### src/rtl/dcap_pkg.sv
`timescale 1ns/1ps
package dcap_pkg;

  // Which clock edge a capture buffer writes on.
  typedef enum logic {
    EDGE_RISE = 1'b0,
    EDGE_FALL = 1'b1
  } edge_e;

  // Write tag carried from the rising domain to the falling-edge buffer.
  typedef struct packed {
    logic vld;
    logic bank;
  } wr_tag_t;

endpackage

### src/rtl/dcap_rst_sync.sv
`timescale 1ns/1ps
module dcap_rst_sync #(
  parameter int STAGES = 2
) (
  input  logic clk_i,
  input  logic rst_ni,
  output logic rst_sync_no
);

  logic [STAGES-1:0] sync_q;
  logic [STAGES-1:0] sync_d;

  always_comb begin
    sync_d = {sync_q[STAGES-2:0], 1'b1};
  end

  always_ff @(posedge clk_i or negedge rst_ni) begin
    if (!rst_ni) sync_q <= '0;
    else         sync_q <= sync_d;
  end

  assign rst_sync_no = sync_q[STAGES-1];

endmodule

### src/rtl/dcap_frame_ctrl.sv
`timescale 1ns/1ps
module dcap_frame_ctrl #(
  parameter int FRAME_LEN = 100,
  parameter int IDX_W     = 7
) (
  input  logic             clk_i,
  input  logic             rst_ni,
  output logic [IDX_W-1:0] cap_idx_o,
  output logic             cap_bank_o,
  output dcap_pkg::wr_tag_t prev_tag_o,
  output logic [IDX_W-1:0] prev_idx_o,
  output logic             rd_bank_o,
  output logic             done_o
);

  localparam logic [IDX_W-1:0] LAST = IDX_W'(FRAME_LEN - 1);

  logic [IDX_W-1:0]  idx_q, idx_d;
  logic              bank_q, bank_d;
  logic [IDX_W-1:0]  prev_idx_q, prev_idx_d;
  dcap_pkg::wr_tag_t prev_tag_q, prev_tag_d;
  logic              rd_bank_q, rd_bank_d;
  logic              done_q, done_d;
  logic              wrap;
  logic              rd_bank_en;

  // Next-state logic
  always_comb begin
    wrap            = (idx_q == LAST);
    idx_d           = wrap ? '0 : idx_q + 1'b1;
    bank_d          = wrap ? ~bank_q : bank_q;
    prev_idx_d      = idx_q;
    prev_tag_d.vld  = 1'b1;
    prev_tag_d.bank = bank_q;
    done_d          = prev_tag_q.vld && (prev_idx_q == LAST);
    rd_bank_en      = done_d;
    rd_bank_d       = prev_tag_q.bank;
  end

  // Registers
  always_ff @(posedge clk_i or negedge rst_ni) begin
    if (!rst_ni) begin
      idx_q      <= '0;
      bank_q     <= 1'b0;
      prev_idx_q <= '0;
      prev_tag_q <= '0;
      done_q     <= 1'b0;
    end else begin
      idx_q      <= idx_d;
      bank_q     <= bank_d;
      prev_idx_q <= prev_idx_d;
      prev_tag_q <= prev_tag_d;
      done_q     <= done_d;
    end
  end

  always_ff @(posedge clk_i or negedge rst_ni) begin
    if (!rst_ni)         rd_bank_q <= 1'b1;
    else if (rd_bank_en) rd_bank_q <= rd_bank_d;
  end

  assign cap_idx_o  = idx_q;
  assign cap_bank_o = bank_q;
  assign prev_tag_o = prev_tag_q;
  assign prev_idx_o = prev_idx_q;
  assign rd_bank_o  = rd_bank_q;
  assign done_o     = done_q;

  // index stays inside the frame and wraps to zero
  assert_idx_range_R3: assert property (@(posedge clk_i) disable iff (!rst_ni)
    idx_q <= LAST);
  assert_idx_wrap_R3: assert property (@(posedge clk_i) disable iff (!rst_ni)
    (idx_q == LAST) |=> (idx_q == '0));
  // capture bank only swaps across a frame boundary
  assert_bank_hold_R6: assert property (@(posedge clk_i) disable iff (!rst_ni)
    (idx_q != LAST) |=> $stable(bank_q));
  // done pulse is a single cycle
  assert_done_single_R4: assert property (@(posedge clk_i) disable iff (!rst_ni)
    done_q |=> !done_q);

endmodule

### src/rtl/dcap_edge_buf.sv
`timescale 1ns/1ps
module dcap_edge_buf #(
  parameter dcap_pkg::edge_e EDGE = dcap_pkg::EDGE_RISE,
  parameter int DATA_W = 4,
  parameter int DEPTH  = 100,
  parameter int IDX_W  = 7
) (
  input  logic              clk_i,
  input  logic              we_i,
  input  logic              wbank_i,
  input  logic [IDX_W-1:0]  waddr_i,
  input  logic [DATA_W-1:0] wdata_i,
  input  logic              rbank_i,
  input  logic [IDX_W-1:0]  raddr_i,
  output logic [DATA_W-1:0] rdata_o
);

  localparam logic [IDX_W-1:0] LAST = IDX_W'(DEPTH - 1);

  // Two banks: one fills while the other is read.
  logic [DATA_W-1:0] mem [2][DEPTH];

  generate
    if (EDGE == dcap_pkg::EDGE_RISE) begin : g_rise
      always_ff @(posedge clk_i) begin
        if (we_i) mem[wbank_i][waddr_i] <= wdata_i;
      end
    end else begin : g_fall
      always_ff @(negedge clk_i) begin
        if (we_i) mem[wbank_i][waddr_i] <= wdata_i;
      end
    end
  endgenerate

  always_comb begin
    if (raddr_i <= LAST) rdata_o = mem[rbank_i][raddr_i];
    else                 rdata_o = '0;
  end

endmodule

### src/rtl/dual_edge_capture.sv
`timescale 1ns/1ps
module dual_edge_capture #(
  parameter int DATA_W    = 4,
  parameter int FRAME_LEN = 100,
  parameter int IDX_W     = $clog2(FRAME_LEN)
) (
  input  logic                clk_i,
  input  logic                rst_ni,
  input  logic [DATA_W-1:0]   din_i,
  input  logic [IDX_W-1:0]    rd_addr_i,
  output logic                frame_done_o,
  output logic [2*DATA_W-1:0] rd_data_o
);

  localparam int SYNC_STAGES = 2;

  logic              rst_sync_n;
  logic [IDX_W-1:0]  cap_idx;
  logic              cap_bank;
  dcap_pkg::wr_tag_t prev_tag;
  logic [IDX_W-1:0]  prev_idx;
  logic              rd_bank;
  logic              done;
  logic [DATA_W-1:0] rise_rdata;
  logic [DATA_W-1:0] fall_rdata;
  logic [2*DATA_W-1:0] rd_data_d, rd_data_q;

  dcap_rst_sync #(.STAGES(SYNC_STAGES)) i_rst_sync (
    .clk_i       (clk_i),
    .rst_ni      (rst_ni),
    .rst_sync_no (rst_sync_n)
  );

  dcap_frame_ctrl #(.FRAME_LEN(FRAME_LEN), .IDX_W(IDX_W)) i_frame_ctrl (
    .clk_i      (clk_i),
    .rst_ni     (rst_sync_n),
    .cap_idx_o  (cap_idx),
    .cap_bank_o (cap_bank),
    .prev_tag_o (prev_tag),
    .prev_idx_o (prev_idx),
    .rd_bank_o  (rd_bank),
    .done_o     (done)
  );

  // Rising path: writes at the edge using the live index.
  dcap_edge_buf #(
    .EDGE(dcap_pkg::EDGE_RISE), .DATA_W(DATA_W), .DEPTH(FRAME_LEN), .IDX_W(IDX_W)
  ) i_rise_buf (
    .clk_i   (clk_i),
    .we_i    (rst_sync_n),
    .wbank_i (cap_bank),
    .waddr_i (cap_idx),
    .wdata_i (din_i),
    .rbank_i (rd_bank),
    .raddr_i (rd_addr_i),
    .rdata_o (rise_rdata)
  );

  // Falling path: index of the rising edge half a cycle earlier.
  dcap_edge_buf #(
    .EDGE(dcap_pkg::EDGE_FALL), .DATA_W(DATA_W), .DEPTH(FRAME_LEN), .IDX_W(IDX_W)
  ) i_fall_buf (
    .clk_i   (clk_i),
    .we_i    (prev_tag.vld),
    .wbank_i (prev_tag.bank),
    .waddr_i (prev_idx),
    .wdata_i (din_i),
    .rbank_i (rd_bank),
    .raddr_i (rd_addr_i),
    .rdata_o (fall_rdata)
  );

  // Merge in time order: rising sample in the low lane.
  always_comb begin
    rd_data_d = {fall_rdata, rise_rdata};
  end

  always_ff @(posedge clk_i) begin
    rd_data_q <= rd_data_d;
  end

  assign rd_data_o    = rd_data_q;
  assign frame_done_o = done;

  // the bank being read is never the one being filled at frame end
  assert_bank_split_R6: assert property (@(posedge clk_i) disable iff (!rst_sync_n)
    done |-> (rd_bank != cap_bank));
  // pulse lands one edge after the index wrapped
  assert_done_phase_R4: assert property (@(posedge clk_i) disable iff (!rst_sync_n)
    done |-> (cap_idx == IDX_W'(1 % FRAME_LEN)));
  // falling write follows a valid rising slot of the same frame
  assert_fall_tag_R2: assert property (@(posedge clk_i) disable iff (!rst_sync_n)
    prev_tag.vld |-> (prev_idx != cap_idx || FRAME_LEN == 1));
  // no pulse during or right after reset release
  assert_reset_quiet_R7: assert property (@(posedge clk_i) disable iff (!rst_sync_n)
    !prev_tag.vld |-> !done);

endmodule

### config.mk
export PLATFORM = sky130hd
export DESIGN_NAME = dual_edge_capture
export DESIGN_NICKNAME = d
export VERILOG_FILES = /design/src/rtl/dcap_pkg.sv /design/src/rtl/dcap_rst_sync.sv /design/src/rtl/dcap_frame_ctrl.sv /design/src/rtl/dcap_edge_buf.sv /design/src/rtl/dual_edge_capture.sv
export SDC_FILE = /design/constraint.sdc
export NUM_CORES = 2
export LEC_CHECK = 0
export BUFFER_PORTS_ARGS = -buffer_cell sky130_fd_sc_hd__buf_2
export CAP_MARGIN = 10
export CORE_AREA = 10 10 582 299
export DETAILED_ROUTE_END_ITERATION = 10
export DIE_AREA = 0 0 592 309
export HOLD_SLACK_MARGIN = 0.02
export PLACE_DENSITY_LB_ADDON = 0.1
export SLEW_MARGIN = 20
export SYNTH_ARGS = -nofsm -noshare
export SYNTH_HDL_FRONTEND = slang
export SYNTH_HIERARCHICAL = 1
export SYNTH_SLANG_ARGS = --single-unit
### constraint.sdc
create_clock -name clk_i -period 1.75 [get_ports clk_i]
set_input_delay 0.2625 -clock clk_i [delete_from_list [all_inputs] [get_ports clk_i]]
set_output_delay 0.2625 -clock clk_i [all_outputs]
set_load 0.02 [all_outputs]
# Word-level counts from Yosys, hierarchy flattened
# Memory sizes are Yosys's and may differ from the RTL's.
# Index checks and enable logic that the tools add are counted.
[word_totals]
ff_bits = 29
latch_bits = 0
ram_bits = 1600
rom_bits = 0
out_inout_bits = 9
word_cells = 42
n_memories = 2
[classes]
addsub = 1
n_mul = 0
n_div = 0
magnitude_cmp = 6
n_eq_ne = 2
n_shift = 0
muxes = 15
bitwise_logic = 4
reduce_logical = 3
[mem_list]
columns = ["name", "words", "width", "read_ports", "rd_clocked_by_memory_dff", "write_ports", "line_no", "text"]
rows = [
  ["i_fall_buf.mem", 2, 400, 1, 0, 1, "dcap_edge_buf.sv:21", "logic [DATA_W-1:0] mem [2][DEPTH];"],
  ["i_rise_buf.mem", 2, 400, 1, 0, 1, "dcap_edge_buf.sv:21", ""],
]
[op_table]
columns = ["op", "n"]
rows = [
  ["$mux 400", 2],
  ["$bmux 4 s7", 2],
  ["$demux 4 s7", 2],
  ["$ge 8x8->1 const B", 3],
  ["$mux 4", 6],
  ["$not 7->8", 3],
  ["$lt 8x1->1 const B", 2],
  ["$eq 7x7->1 const B", 2],
  ["$add 7x1->7 const B", 1],
  ["$le 7x7->1 const B", 1],
  ["$mux 7", 1],
  ["$logic_and 1x1->1", 3],
  ["$mux 1", 2],
  ["$not 1->1", 1],
]

# Longest topological paths before layout
[depth]
ltp_word = 6
ltp_mapped = 12

# Cells and area by module
# Netlist, hierarchy kept.
[modules_own_cells]
columns = ["module", "instances", "cells_each", "area_each_um2", "seq_area_each_um2"]
rows = [
  ["dcap_edge_buf (i_rise_buf)", 1, 1710, 32214.6, 24023.0],
  ["dcap_edge_buf (i_fall_buf)", 1, 1678, 31965.7, 24023.0],
  ["dcap_frame_ctrl", 1, 47, 701.9, 476.7],
  ["dual_edge_capture", 1, 8, 160.2, 160.2],
  ["dcap_rst_sync", 1, 3, 53.8, 50.0],
]

==> flow_summary.yaml <==
clock_network:
  clkLatencyLatePin_ps: 850
  htreeDepth: 4
  clock_tree.buffer_depth: 4
  cts.sink_count: 1629
  cts-buffers-inserted: 162
  cts_tree: "built"
  cts.reportedPaths.clkPinSlew_ps: 70
  clock-root-buffer: "clkbuf_16"
timing:
  timing_worst_slew_pin_value_ps: 1100
  post-route-min-period_ps: 3090
  setup_viol: 1228
  rsz_0062_raised_after_global_routing: "true"
  fin_ws_ps: -1340
  final.setup_skew_ps: 57.3
  min_period_over_period_pct: 177
  endpoints_failing_hold: 0
  maxSlewHeadroom_pct: 26.6
  slew_violations: 0
  fmax_ghz: 0.325
cells_and_area:
  layout.cell_area.non_filler_um2: 89900
  finish.cell_count_without_fillers: 7554
  layout-drive-gt1-share_pct: 40.2
  nets: 5263
  multi_input_comb_area_um2: 19000
  area_growth_pct: 38.2
  antenna-diode-count: 0
  layout.core_utilization_pct: 55.1
  area_occupied_by_registers_um2: 48800
  fillerInstances: 13100
logic_synthesis:
  synth-edff-count: 1600
  post_synth_mux_area_share_pct: 14.5
  net_count_after_synthesis: 3460
  post_synth_xor_area_fraction_pct: 0.0538
  synth_flop_cell: "edfxtp_1"
  netlist_area_um2: 65100
  synthDominantAreaCellType: "edfxtp_1"
  yosys_warnings: 6
  largest_family_of_logic_cells_by_synthesized_area: "multiplexers"
  asyncSetResetFlopFracSynth_pct: 1.29
  post_synth_main_area_contributors: "edfxtp_1 (74%), mux4_2 (11%), mux2i_1 (3.0%)"
  syn-mean-instance-area_um2: 18.9
  synth.yosys.seq_area_share_pct: 74.9
  ys_types: 90
  synth_fa_ha_area_share_pct: 0.0192
  post_synth_and_or_nand_nor_area_fraction_pct: 5.04
  synth_seq_cells: 1629
  synth-compound-area-share_pct: 3.45
  yosys_top_cell_area_share_pct: 73.8
  synthesis.instances: 3446
setup_path:
  launch_instance_of_the_worst_register_to_register_path: "i_fall_buf/mem[1][194]$_DFFE_NP_"
  worstSetupStartpoint: "i_fall_buf/mem[1][194]$_DFFE_NP_"
  rr_worst_depth: 6
  crit_path_end_kind: "flop"
  timing.critical_path.slowest_stage_cell: "mux4_2"
  worstPathBufferInverterCount: 0
  critical_path.max_fanout: 1
  cpLargestDelayFamily: "compound AO/OA/AOI/OAI gates"
  startpoint_type: "flop"
  crit_chain: "mux4_2, and3_1, a31oi_1, o221ai_2, a2111o_1, a31o_1"
  worst-endpoint-required_ps: 2440
  critPathArrivalTime_ps: 3780
  critical_path_depth: 6
  criticalPathCategory: "flop to flop"
  setup.reg_to_reg.worst_slack_ps: -1340
  timing.rr.end: "rd_data_o[6]$_DFF_P_"
  critPathCapture: "rd_data_o[6]$_DFF_P_"
  worst_path_largest_cell_delay_ps: 460
detailed_routing:
  route.vias.total: 40600
  drt.antenna.violating_nets: 0
  wirelength_um: 202000
  wl_per_cell_um: 26.7
  post_drt_via_cell_ratio: 5.37
  drt-pass1-iter-count: 5
  drt_first_iter_violations: 3765
  detail_route.drc_violations: 0
floorplan:
  row_count: 105
  io_pins: 22
  fp.dieH_um: 309
  start_util_pct: 39.9
  core_ar_um2: 163000
  die_width_um: 592
  dieArea_um2: 183000
place:
  placed_cells_incl_taps: 6350
  place.port_buffers: 21
  globalplace.congestion: 0.864
  pre_cts_ws_ps: -1620
  hpwlAfterDp_um: 130000
  dpl_cell_area_um2: 76500
power_and_ir_drop:
  intPower_w: 0.0653
  power.switching_w: 0.0218
  seq_power_share_pct: 49.4
  power_leakage_nw: 32.3
  vdd_drop_max_v: 0.000697
  switch_share_pct: 25.1
  power.combinational.fraction_pct: 4.2
  power_density_nw_per_um2: 968
  power.clock.fraction_pct: 46.3
min_path:
  worstHoldPathType: "primary input to flop"
global_route:
  grt.overflow.total: 0
  grt_first_pass_wirelength_um: 287000
  first_global_vias: 43000
  grt_max_degree: 148
  grt_antenna_before_repair: 7
  groute.usage.overall_pct: 21.4
outcome:
  run_status: "finished with violations"
  violations: "negative setup slack"
flow_run:
  max_cap_violations: 0
==> cells by family (layout without fill, tap and decap cells) <==
| family | after synthesis | count (layout) |
|---|---|---|
| flops | 1629 | 1629 |
| simple gates | 761 | 765 |
| mux | 531 | 531 |
| compound gates | 302 | 302 |
| buf+inv | 216 | 2127 |
| xor+xnor | 4 | 4 |
| other cells | 2 | 2 |
| fa+ha+maj | 1 | 1 |
==> power by group through the flow <==
| stage | clock network [W] | registers [W] | logic, W |
|---|---|---|---|
| 6_report | 0.0403 | 0.0430 | 0.00370 |
| 5_1_grt | 0.0449 | 0.0430 | 0.00388 |
| 4_1_cts | 0.0414 | 0.0430 | 0.00359 |
| 3_3_place_gp | 0.00270 | 0.0437 | 0.00342 |
| 3_5_place_dp | 0.00270 | 0.0437 | 0.00346 |
| 2_1_floorplan | 0.00270 | 0.0437 | 0.00110 |
==> cell usage after synthesis, types with 6 or more instances <==
| master | count |
|---|---|
| o21ai_0 | 38 |
| o211ai_1 | 13 |
| buf_4 | 14 |
| and2_1 | 10 |
| buf_6 | 31 |
| o2111ai_1 | 7 |
| dfrtp_1 | 20 |
| nand3_1 | 45 |
| mux4_1 | 16 |
| a221o_1 | 15 |
| clkbuf_1 | 93 |
| mux4_2 | 308 |
| a22oi_1 | 63 |
| buf_2 | 41 |
| buf_8 | 10 |
| o31ai_1 | 6 |
| nand2b_1 | 10 |
| and3_1 | 6 |
| nand4_1 | 8 |
| edfxtp_1 | 1600 |
| a21oi_1 | 39 |
| nor2b_1 | 22 |
| buf_1 | 6 |
| o22ai_1 | 9 |
| a31oi_1 | 12 |
| a221oi_1 | 41 |
| inv_1 | 12 |
| nor2_1 | 449 |
| nand2_1 | 145 |
| dfxtp_1 | 8 |
| nor3_1 | 28 |
| mux2_2 | 8 |
| mux2i_1 | 198 |
| a22o_1 | 12 |
==> registers in the layout, summed over array words and instances, names as in the netlist <==
signal / cells
i_frame_ctrl/rd_bank_d: 1
rd_data_o: 8
i_frame_ctrl/prev_idx_o: 7
i_frame_ctrl/rd_bank_o: 1
i_frame_ctrl/cap_idx_o: 7
i_rise_buf/mem: 800
i_rst_sync/sync_q: 2
i_frame_ctrl/done_o: 1
i_fall_buf/mem: 800
i_frame_ctrl/prev_tag_o: 1
i_frame_ctrl/cap_bank_o: 1
==> metrics by stage <==
| stage | hold WS, ps | setup TNS, ps | power (W) |
|---|---|---|---|
| floorplan | -33.1 | -774950 | 0.0475 |
| global placement | 48.5 | -811620 | 0.0498 |
| detailed placement | 50.9 | -843820 | 0.0499 |
| CTS | 29.9 | -731540 | 0.0881 |
| global route | 56.1 | -725550 | 0.0917 |
| finish | 77.1 | -676430 | 0.0871 |
==> cell usage in the layout, fill, tap and decap left out, types with 21 or more instances in the layout <==
cell type,count
a221oi_1,28
nand2_2,22
a21oi_1,29
buf_6,258
inv_1,828
buf_4,557
buf_16,21
nand2_8,28
nand3_1,30
mux4_2,317
edfxtp_1,1600
clkbuf_16,180
a22oi_1,51
nor2_2,41
nor2_4,305
nand2_1,80
buf_12,157
o21ai_0,32
nor2_1,104
mux2i_1,190
==> what timing repair did <==
| item | 4_1_cts | 5_1_grt |
|---|---|---|
| hold endpoints to repair | 33 | 0 |
| setup buffers | 52 | 84 |
| hold buffers | 7 | 0 |
| gates resized for setup | 371 | 649 |
| gates cloned | 13 | 17 |
| setup endpoints to repair | 1486 | 1943 |
| pin swaps | 129 | 154 |
==> tightest hold or removal path: stages <==
cell	delay [ps]
buf_2	140
buf_4	200
nand4_1	100
a31o_1	130
==> worst min path at each step <==
stage	cells past startpoint	to	start
floorplan	0	i_rst_sync/sync_q[0]$_DFF_PN0_	rst_ni
global placement	1	i_rst_sync/sync_q[1]$_DFF_PN0_	rst_ni
detailed placement	1	i_rst_sync/sync_q[1]$_DFF_PN0_	rst_ni
CTS	4	rd_data_o[6]$_DFF_P_	rd_addr_i[4]
global route	4	rd_data_o[6]$_DFF_P_	rd_addr_i[4]
finish	4	rd_data_o[6]$_DFF_P_	rd_addr_i[4]
==> metal layers <==
metal | global-route usage (%) | vias up | share of wire (%)
met1 | 29.4 | 21300 | 43
met4 | 6.60 | 0 | 2.4
met3 | 4.90 | 253 | 6.6
met2 | 34.1 | 1450 | 48
met5 | 0 | - | 0
li1 | - | 17600 | -
==> area by class of cell <==
class / count / area share [%]
timing repair buffer: 1039 / 12.8
sequential: 1629 / 54.2
clock buffer: 184 / 4.69
clock inverter: 892 / 4.09
multi-input combinational: 1605 / 21.1
tap: 2193 / 3.05
inverter: 12 / 0.0584
(Power assumes the default switching activity.)
